File: src/rtl/uft_pkg.sv
package uft_pkg;

  localparam int UFT_LEN_W  = 4;
  localparam int UFT_STOP_W = 8;

  typedef enum logic [2:0] {
    ST_IDLE,
    ST_START,
    ST_DATA,
    ST_PAR,
    ST_STOP
  } uft_state_e;

  // Frame format captured at the start of a frame
  typedef struct packed {
    logic [UFT_LEN_W-1:0]  nbits;
    logic                  par_en;
    logic                  par_bit;
    logic [UFT_STOP_W-1:0] stop_len;
  } uft_fmt_t;

endpackage

File: src/rtl/uft_hold.sv
module uft_hold #(
  parameter int DATA_W = 8
) (
  input  logic              clk,
  input  logic              rst,
  input  logic              tx_en,
  input  logic              ld,
  input  logic [DATA_W-1:0] ld_data,
  input  logic              take,
  output logic              hold_full,
  output logic              hold_nxt,
  output logic [DATA_W-1:0] hold_data,
  output logic              tx_rdy
);

  logic accept;

  // tx_rdy low means the holding register is full or disabled, so accept and take never coincide
  assign accept   = ld && tx_rdy;
  assign hold_nxt = (hold_full && !take) || accept;

  always_ff @(posedge clk) begin
    if (rst) begin
      hold_full <= 1'b0;
      tx_rdy    <= 1'b0;
      hold_data <= '0;
    end else begin
      hold_full <= hold_nxt;
      tx_rdy    <= tx_en && !hold_nxt;
      if (accept) hold_data <= ld_data;
    end
  end

endmodule

File: src/rtl/uft_fmt.sv
module uft_fmt
  import uft_pkg::*;
#(
  parameter int DATA_W = 8,
  parameter int OVS    = 16
) (
  input  logic [DATA_W-1:0] data,
  input  logic [1:0]        char_len,
  input  logic [1:0]        par_mode,
  input  logic              par_type,
  input  logic [3:0]        stop_code,
  output uft_fmt_t          fmt
);

  localparam int MIN_BITS = 5;
  localparam int HALF     = OVS / 2;

  logic [DATA_W-1:0]     masked;
  logic [UFT_LEN_W-1:0]  nbits;
  logic [UFT_STOP_W-1:0] base_len;

  assign nbits = UFT_LEN_W'(MIN_BITS) + UFT_LEN_W'(char_len);

  // Only the bits that will be sent take part in parity
  for (genvar i = 0; i < DATA_W; i++) begin : g_mask
    assign masked[i] = data[i] && (UFT_LEN_W'(i) < nbits);
  end

  always_comb begin
    if (stop_code[3]) begin
      base_len = UFT_STOP_W'(OVS + 1) + UFT_STOP_W'(stop_code);
    end else begin
      base_len = UFT_STOP_W'(HALF + 1) + UFT_STOP_W'(stop_code);
      if (char_len == 2'b00) base_len = base_len + UFT_STOP_W'(HALF);
    end
  end

  always_comb begin
    fmt.nbits    = nbits;
    fmt.stop_len = base_len;
    fmt.par_en   = (par_mode != 2'b10);
    fmt.par_bit  = (par_mode == 2'b00) ? ((^masked) ^ par_type) : par_type;
  end

endmodule

File: src/rtl/uart_frac_tx.sv
module uart_frac_tx
  import uft_pkg::*;
#(
  parameter int DATA_W = 8,
  parameter int OVS    = 16
) (
  input  logic              clk,
  input  logic              rst,
  input  logic              tick16,
  input  logic              tx_en,
  input  logic              cts_en,
  input  logic              cts,
  input  logic              ld,
  input  logic [DATA_W-1:0] ld_data,
  input  logic [1:0]        char_len,
  input  logic [1:0]        par_mode,
  input  logic              par_type,
  input  logic [3:0]        stop_code,
  output logic              txd,
  output logic              tx_rdy,
  output logic              tx_emt
);

  localparam int IDX_W = (DATA_W > 1) ? $clog2(DATA_W) : 1;

  logic                  hold_full, hold_nxt, take, can_start;
  logic [DATA_W-1:0]     hold_data;
  uft_fmt_t              fmt_now, fmt_q, fmt_n;
  uft_state_e            st, st_n;
  logic [UFT_STOP_W-1:0] cnt, cnt_n;
  logic [IDX_W-1:0]      idx, idx_n;
  logic [DATA_W-1:0]     shreg, shreg_n;
  logic                  txd_n;
  logic                  bit_end, stop_end, last_data;

  uft_hold #(.DATA_W(DATA_W)) u_hold (
    .clk       (clk),
    .rst       (rst),
    .tx_en     (tx_en),
    .ld        (ld),
    .ld_data   (ld_data),
    .take      (take),
    .hold_full (hold_full),
    .hold_nxt  (hold_nxt),
    .hold_data (hold_data),
    .tx_rdy    (tx_rdy)
  );

  uft_fmt #(.DATA_W(DATA_W), .OVS(OVS)) u_fmt (
    .data      (hold_data),
    .char_len  (char_len),
    .par_mode  (par_mode),
    .par_type  (par_type),
    .stop_code (stop_code),
    .fmt       (fmt_now)
  );

  assign can_start = hold_full && (!cts_en || cts);
  assign bit_end   = (cnt == UFT_STOP_W'(OVS - 1));
  assign stop_end  = (cnt == fmt_q.stop_len - UFT_STOP_W'(1));
  assign last_data = (UFT_LEN_W'(idx) == fmt_q.nbits - UFT_LEN_W'(1));

  always_comb begin
    st_n    = st;
    cnt_n   = cnt;
    idx_n   = idx;
    shreg_n = shreg;
    txd_n   = txd;
    fmt_n   = fmt_q;
    take    = 1'b0;
    if (tick16) begin
      case (st)
        ST_IDLE: take = can_start;
        ST_START: begin
          if (bit_end) begin
            st_n  = ST_DATA;
            cnt_n = '0;
            idx_n = '0;
            txd_n = shreg[0];
          end else begin
            cnt_n = cnt + 1'b1;
          end
        end
        ST_DATA: begin
          if (bit_end) begin
            cnt_n = '0;
            if (last_data) begin
              st_n  = fmt_q.par_en ? ST_PAR : ST_STOP;
              txd_n = fmt_q.par_en ? fmt_q.par_bit : 1'b1;
            end else begin
              idx_n   = idx + 1'b1;
              shreg_n = shreg >> 1;
              txd_n   = shreg[1];
            end
          end else begin
            cnt_n = cnt + 1'b1;
          end
        end
        ST_PAR: begin
          if (bit_end) begin
            st_n  = ST_STOP;
            cnt_n = '0;
            txd_n = 1'b1;
          end else begin
            cnt_n = cnt + 1'b1;
          end
        end
        ST_STOP: begin
          if (stop_end) begin
            if (can_start) take = 1'b1;
            else           st_n = ST_IDLE;
          end else begin
            cnt_n = cnt + 1'b1;
          end
        end
        default: st_n = ST_IDLE;
      endcase
      if (take) begin
        st_n    = ST_START;
        cnt_n   = '0;
        idx_n   = '0;
        txd_n   = 1'b0;
        shreg_n = hold_data;
        fmt_n   = fmt_now;
      end
    end
  end

  always_ff @(posedge clk) begin
    if (rst) begin
      st     <= ST_IDLE;
      cnt    <= '0;
      idx    <= '0;
      shreg  <= '0;
      txd    <= 1'b1;
      fmt_q  <= '0;
      tx_emt <= 1'b1;
    end else begin
      st     <= st_n;
      cnt    <= cnt_n;
      idx    <= idx_n;
      shreg  <= shreg_n;
      txd    <= txd_n;
      fmt_q  <= fmt_n;
      tx_emt <= (st_n == ST_IDLE) && !hold_nxt;
    end
  end

endmodule

File: config.mk
export PLATFORM = sky130hd
export DESIGN_NAME = uart_frac_tx
export DESIGN_NICKNAME = d
export VERILOG_FILES = /design/src/rtl/uft_pkg.sv /design/src/rtl/uft_hold.sv /design/src/rtl/uft_fmt.sv /design/src/rtl/uart_frac_tx.sv
export SDC_FILE = /design/constraint.sdc
export NUM_CORES = 1
export LEC_CHECK = 0
export ABC_AREA = 1
export CELL_PAD_IN_SITES_DETAIL_PLACEMENT = 2
export CELL_PAD_IN_SITES_GLOBAL_PLACEMENT = 2
export CORE_MARGIN = 8
export CORE_UTILIZATION = 31
export DETAILED_ROUTE_END_ITERATION = 6
export PLACE_DENSITY_LB_ADDON = 0.12
export SLEW_MARGIN = 25
export SYNTH_ARGS = -nofsm -noshare
export SYNTH_HDL_FRONTEND = slang
export SYNTH_HIERARCHICAL = 1
export SYNTH_SLANG_ARGS = --single-unit
export TNS_END_PERCENT = 30
File: constraint.sdc
create_clock -name clk -period 2.6 [get_ports clk]
set_input_delay 0.52 -clock clk [delete_from_list [all_inputs] [get_ports clk]]
set_output_delay 0.52 -clock clk [all_outputs]
set_load 0.01 [all_outputs]
==> results of run 1 <==
==> worst min-delay path: cells and delay by family (launching register included) <==
kind,cells,cell delay (ns)
AOI/OAI and AO/OA,1,0.05
DFF,1,0.32
and+or+nand+nor,1,0.06
==> per-layer routing <==
layer,vias up,part of all wire,routed length [um],global-route usage
met5,-,0,0,0
met4,0,0.0087,83,0.0315
met3,6,0.018,172,0.0263
met2,22,0.49,4740,0.273
met1,1489,0.48,4590,0.192
li1,1588,-,-,-
==> worst max-delay path by stage <==
stage / startpoint / endpoint / cells after the start
floorplan: fmt_q[0]$_SDFFE_PP0P_ / tx_emt$_SDFF_PP1_ / 19
global placement: cts / cnt[1]$_SDFFE_PP0P_ / 9
detailed placement: cts / cnt[1]$_SDFFE_PP0P_ / 9
CTS: fmt_q[0]$_SDFFE_PP0P_ / cnt[5]$_SDFFE_PP0P_ / 13
global route: fmt_q[0]$_SDFFE_PP0P_ / tx_emt$_SDFF_PP1_ / 18
finish: fmt_q[0]$_SDFFE_PP0P_ / tx_emt$_SDFF_PP1_ / 18
==> registers in the layout, indices dropped and copies added (netlist names) <==
signal	count
fmt_q	14
tx_emt	1
cnt	8
idx	3
shreg	8
u_hold/tx_rdy	1
txd	1
u_hold/hold_full	1
u_hold/hold_data	8
st	3
==> cells by family after synthesis <==
kind of cell / count (synthesis) / synth area share
and+or+nand+nor: 288 / 0.393
buffers and inverters: 85 / 0.121
AOI/OAI and AO/OA: 56 / 0.0963
DFF: 48 / 0.315
xor gates and xnor gates: 13 / 0.0373
adders and majority gates: 9 / 0.0369
other: 1 / 0.00123
==> Yosys cell counts (4+ instances only) <==
master	n	area (um2)
a21oi_1	31	155
buf_4	5	37.5
buf_6	4	45.0
dfxtp_1	48	961
ha_1	9	113
inv_1	64	240
inv_2	6	22.5
nand2_1	162	608
nand2_2	4	25.0
nand3_1	32	160
nand4_1	5	31.3
nor2_1	70	263
nor2_2	5	31.3
o21ai_0	18	90.1
xnor2_1	8	70.1
xor2_1	5	43.8
==> power by group through the flow <==
stage | combinational (mW) | clock (mW) | sequential (mW)
floorplan | 0.168 | 0 | 0.792
global placement | 0.250 | 0 | 0.799
detailed placement | 0.265 | 0 | 0.800
CTS | 0.267 | 0.580 | 0.782
global route | 0.302 | 0.605 | 0.785
finish | 0.262 | 0.561 | 0.781
==> through the flow <==
stage	util	cells	TNS, ns	cell area [um2]	hold slack, ns
CTS	0.367	661	0	3550	0.486
global route	0.367	661	-0.0815	3560	0.516
detailed placement	0.356	653	0	3440	0.473
floorplan	-	501	0	3060	0.440
global placement	0.356	653	0	3440	0.453
finish	0.367	661	0	3560	0.476
==> area by class of cell <==
| cell class | count | area, um2 |
|---|---|---|
| Clock inverter | 2 | 35.0 |
| Fill cell | 1208 | 6130 |
| Multi-Input combinational cell | 368 | 1730 |
| Inverter | 72 | 272 |
| Clock buffer | 6 | 72.6 |
| Sequential cell | 48 | 961 |
| Timing Repair Buffer | 32 | 318 |
| Tap cell | 133 | 166 |
==> impl_metrics.csv, run 1 <==
group,metric,value,unit
final_layout,syn_to_final_growth,16.5,%
floorplan,die_h,115,um
hold_path,hold_path_class,"reg2reg",
yosys,synth_area,3050,um2
timing,post-route-period-util,0.901,
timing,rsz0062_at_grt,"true",
critical_path,critical_path.max_stage_delay,0.38,ns
power_and_ir_drop,switching_share,0.281,
clocking,cts_tree,"yes",
drt,drc,0,
yosys,syn_avg_cell_area,6.11,um2
critical_path,crit_fanout,7,
critical_path,r2r_start,"fmt_q[0]$_SDFFE_PP0P_",
final_layout,mostFrequentLayoutCells,"162 x nand2_1, 69 x nor2_1, 64 x inv_1",
placed_design,numPortBuffers,26,
clocking,post_cts_buffers,0,
power_and_ir_drop,p_per_area,451,nW/um2
job,drv_cap,0,
critical_path,criticalPathCategory,"reg2reg",
yosys,async_flop_share,0,
placed_design,post-place-ws,0.0439,ns
yosys,seq_area_frac_synth,0.315,
timing,setup_ws,0.259,ns
critical_path,slowest_stage,"dfxtp_1",
clocking,htree_levels,2,
drt,vias,3105,
critical_path,worst-path-buf-inv,4,
critical_path,worstSetupEndpointType,"flip-flop",
global_routing,grt_usage,0.155,
critical_path,startpoint_type,"flip-flop",
floorplan,design.core.area,9680,um2
yosys,yosysWarningCount,6,
timing,relSlewSlack,0.612,
critical_path,worstPathRequired,2.86,ns
timing,drv_slew,0,
clocking,cts_buffer_depth,2,
clocking,root_buffer,"clkbuf_8",
clocking,cts_hold_buf,0,
drt,wl_per_cell,14.5,um
critical_path,arrival,2.60,ns
power_and_ir_drop,p_comb_frac,0.163,
drt,vias_per_cell,4.70,
timing,hold_viol_final,0,
drt,drtIter0Drc,61,
placed_design,post-dp-hpwl,7760,um
power_and_ir_drop,ir_drop,0.194,mV
yosys,ys_ff_latch,48,
hold_path,hp-start,"fmt_q[8]$_SDFFE_PP0P_",
global_routing,grt_start_max_net_pins,19,
global_routing,grt_overflow,0,
clocking,cts_made_buffers,5,
status,status,"complete, no violations",
power_and_ir_drop,power_switching,0.450,mW
drt,ant_nets,0,
timing,skew,0.0151,ns
clocking,cts-resized-gates,0,
placed_design,gp_congestion,0.808,
global_routing,antenna_found_initial,0,
final_layout,diodes,0,
final_layout,final_common_cell,"nand2_1",
clocking,path_clk_slew,0.10,ns
clocking,clock_latency,0.32,ns
critical_path,timing.rr.end,"tx_emt$_SDFF_PP1_",
hold_path,worstHoldEndpoint,"fmt_q[8]$_SDFFE_PP0P_",
power_and_ir_drop,total_power,1.60,mW
floorplan,initial_core_util,0.315,
critical_path,reg2reg_depth,18,
final_layout,final_layout_size_suffix_gt1_frac,0.0720,
yosys,netlist_instances,500,
power_and_ir_drop,intPower,1.15,mW
drt,routed_wl,9580,um
critical_path,path_cells,"inv_2 -> ha_1 -> xnor2_1 -> nor2_1 -> nand3_1 -> nor2_2 -> nand2_1 -> nand2_2 -> nand3_2 -> clkinv_2 -> inv_1 -> nand2_1 -> nand2_4 -> inv_1 -> nand3_1 -> nor2_1 -> nor2_1 -> nor2_1",
global_routing,grt_pass1_vias,3457,
critical_path,r2r_slack,0.26,ns
critical_path,crit_family,"simple AND/OR/NAND/NOR gates",
timing,setup_viol,0,
timing,tightest_slew,0.576,ns
hold_path,min_delay_path_depth,2,
yosys,synth-main-ff-cell,"dfxtp_1",
critical_path,crit_top_cell,"nor2_1",
drt,firstDrtPassIters,4,
floorplan,dieArea,13300,um2
final_layout,fin_nets,560,
global_routing,grt_pass1_wl,16500,um
timing,fmax,0.427,GHz
power_and_ir_drop,leakagePower,1.70,nW
power_and_ir_drop,pwr-share-seq,0.487,
yosys,yosysUniqueCellTypes,32,
yosys,synth_edf_count,0,
power_and_ir_drop,clock_power_share,0.350,
floorplan,rows,36,
clocking,clock_sinks,48,
timing,post-route-min-period,2.34,ns
floorplan,die_w,115,um
floorplan,io_pins,27,
(Power assumes the default switching activity.)
==> inputs of run 2 (changes only) <==
CORE_ASPECT_RATIO = 1.75   (was default)
SYNTH_HIERARCHICAL = default   (was 1)
==> run 2 against run 1 <==
Effect of this change:
- hold slack is essentially flat
- via count decreased by 4.2%
- global-route usage up 1.9 points
- die area decreased by 6.6%
- sequential cell count down 2
- highest routed layer unchanged
- area after synthesis is 8.6% lower
- routed wire length rose by 3.1%
- combinational power rose by 3%
- worst setup slack gained 0.015 ns
- total power up 10%
- critical path type unchanged
- clock skew shrank 0.0088 ns
==> impl_metrics.csv, run 2 <==
group,metric,value,unit
status,status,"complete, no violations",
timing,tightest_slew,0.529,ns
clocking,clock_latency,0.30,ns
yosys,yosysTopAreaCell,"dfxtp_1",
clocking,clock_sinks,46,
timing,rsz0062_at_grt,"false",
global_routing,top_usage_layer,"met2",
yosys,synthesis.nets,463,
final_layout,top_register,"fmt_q",
floorplan,design.core.area,8920,um2
yosys,seq_area_frac_synth,0.330,
hold_path,hold_path_class,"reg2reg",
clocking,path_clk_slew,0.07,ns
drt,vias,2975,
timing,relSlewSlack,0.646,
floorplan,die_w,87.7,um
drt,drc,0,
floorplan,die_h,141,um
timing,hold_ws,0.476,ns
final_layout,syn_to_final_growth,26.1,%
timing,post-route-min-period,2.33,ns
timing,setup_ws,0.274,ns
yosys,yosysWarningCount,0,
final_layout,diodes,0,
timing,fmax,0.430,GHz
placed_design,post-dp-hpwl,8180,um
final_layout,final_layout_size_suffix_gt1_frac,0.0903,
drt,vias_per_cell,4.99,
floorplan,dieArea,12400,um2
floorplan,rows,46,
clocking,htree_levels,2,
global_routing,use_met1,0.143,
yosys,synthTopCellsByCount,"106 x nand2_1, 55 x nor2_1, 47 x inv_1, 46 x dfxtp_1, 34 x o21ai_0",
clocking,cts_buffer_depth,2,
global_routing,grt_pass1_wl,16500,um
yosys,synthTopCellsByArea,"dfxtp_1 33%, nand2_1 14%, nor2_1 7.4%",
yosys,synth_area,2790,um2
global_routing,use_met2,0.365,
drt,ant_nets,0,
critical_path,reg2reg_depth,16,
global_routing,grt_overflow,0,
clocking,post_cts_buffers,0,
placed_design,numPortBuffers,26,
power_and_ir_drop,leakagePower,1.57,nW
power_and_ir_drop,ir_drop,0.435,mV
clocking,cts_tree,"yes",
clocking,root_buffer,"clkbuf_16",
final_layout,fin_nets,507,
floorplan,initial_core_util,0.313,
yosys,ys_ff_latch,46,
timing,skew,0.00626,ns
final_layout,fin_cells,596,
critical_path,crit_fanout,12,
clocking,cts_made_buffers,5,
placed_design,gp_congestion,0.819,
global_routing,antenna_found_initial,0,
yosys,syn_avg_cell_area,6.47,um2
timing,drv_slew,0,
global_routing,grt_pass1_vias,3446,
final_layout,mostFrequentLayoutCells,"106 x nand2_1, 54 x nor2_1, 47 x inv_1",
global_routing,met3_usage,0.0226,
yosys,synth_edf_count,0,
yosys,synth_top_area_share,0.330,
drt,drtIter0Drc,51,
yosys,async_flop_share,0,
critical_path,criticalPathCategory,"reg2reg",
drt,firstDrtPassIters,4,
timing,fin_setup_tns,0,ns
job,drv_cap,0,
drt,routed_wl,9880,um
final_layout,largest_reg_flops,12,
critical_path,arrival,2.52,ns
drt,wl_per_cell,16.6,um
power_and_ir_drop,p_per_area,503,nW/um2
critical_path,worstPathRequired,2.79,ns
yosys,yosysUniqueCellTypes,31,
timing,setup_viol,0,
final_layout,post-route-cell-area,3520,um2
yosys,netlist_instances,431,
timing,hold_viol_final,0,
floorplan,io_pins,27,
placed_design,post-place-ws,0.130,ns
placed_design,dp_cells,588,
placed_design,place_area,3340,um2
critical_path,worstSetupEndpointType,"flip-flop",
global_routing,grt_usage,0.174,
final_layout,final_common_cell,"nand2_1",
critical_path,startpoint_type,"flip-flop",
clocking,cts_hold_buf,0,
yosys,synth-main-ff-cell,"dfxtp_1",
timing,post-route-period-util,0.895,
yosys,yosysMostFrequentCell,"nand2_1",
global_routing,grt_start_max_net_pins,19,
hold_path,min_delay_path_depth,2,
==> run 2: changes by cell type after synthesis, sizes merged, moves of 2 or more <==
cell / previous run / this run
o21ai: 22 / 43
dfxtp: 48 / 46
nor3: 0 / 5
nand2: 168 / 110
inv: 70 / 51
buf: 10 / 3
clkbuf: 3 / 6
xor2: 5 / 11
clkinv: 2 / 0
nand4: 5 / 7
nor2: 75 / 57
==> run 2: final timing paths <==
check / slack [ns] / endpoint / startpoint
setup / recovery: 0.27 / shreg[0]$_SDFFE_PP0P_ / fmt_q[1]$_SDFFE_PP0P_
hold / removal: 0.48 / fmt_q[13]$_SDFFE_PP0P_ / fmt_q[13]$_SDFFE_PP0P_
setup reg to reg: 0.27 / shreg[0]$_SDFFE_PP0P_ / fmt_q[1]$_SDFFE_PP0P_
hold reg to reg: 0.48 / fmt_q[13]$_SDFFE_PP0P_ / fmt_q[13]$_SDFFE_PP0P_
==> run 2: worst max-delay path, cell delays in order, from the launching register on <==
cell and delay [ns]:
dfxtp_1 0.33, inv_1 0.07, ha_1 0.22, inv_2 0.08
nand2_1 0.06, nand2_1 0.08, nand2_1 0.05, nand2_1 0.14
nand2_1 0.07, nor2_1 0.18, nand3_2 0.12, nand2_4 0.09
nand3_4 0.19, nand2_2 0.13, inv_1 0.15, nor2_1 0.19
nor2_1 0.06
==> run 2: routing by layer <==
layer / routed length, um / up-vias / part of all wire
met4: 373 / 0 / 0.038
li1: - / 1471 / -
met3: 126 / 21 / 0.013
met2: 6010 / 31 / 0.61
met1: 3370 / 1452 / 0.34
met5: 0 / - / 0
==> run 2: layout make-up <==
class / instances / area (um2)
Timing Repair Buffer: 46 / 448
Clock buffer: 5 / 125
Clock inverter: 3 / 45.0
Sequential cell: 46 / 921
Multi-Input combinational cell: 325 / 1640
Inverter: 51 / 191
Tap cell: 120 / 150
Fill cell: 1084 / 5410
==> run 2: metrics by stage <==
stage	utilization	total power, mW
after floorplan	-	0.908
after global placement	0.375	1.03
after detailed placement	0.375	1.04
after CTS	0.394	1.79
after global routing	0.394	1.85
final	0.394	1.77
==> run 2: timing repair <==
item,4_1_cts,5_1_grt
gates resized for setup,0,1
hold endpoints to repair,0,0
setup endpoints to repair,0,1
==> run 2: logic make-up (layout without fill, tap and decap cells) <==
logic type	Yosys count	in the layout	synth area share
compound gates	80	80	0.152
xor+xnor	20	20	0.0628
flops	46	46	0.330
simple gates	217	217	0.335
buf+inv	60	105	0.0843
fa+ha+maj	8	8	0.0359
==> run 2: power by group <==
part | leakage [nW] | total [mW] | internal (mW) | switching, mW
combinational | 1.12 | 0.270 | 0.121 | 0.149
sequential | 0.373 | 0.746 | 0.728 | 0.0185
clock | 0.0760 | 0.751 | 0.454 | 0.297
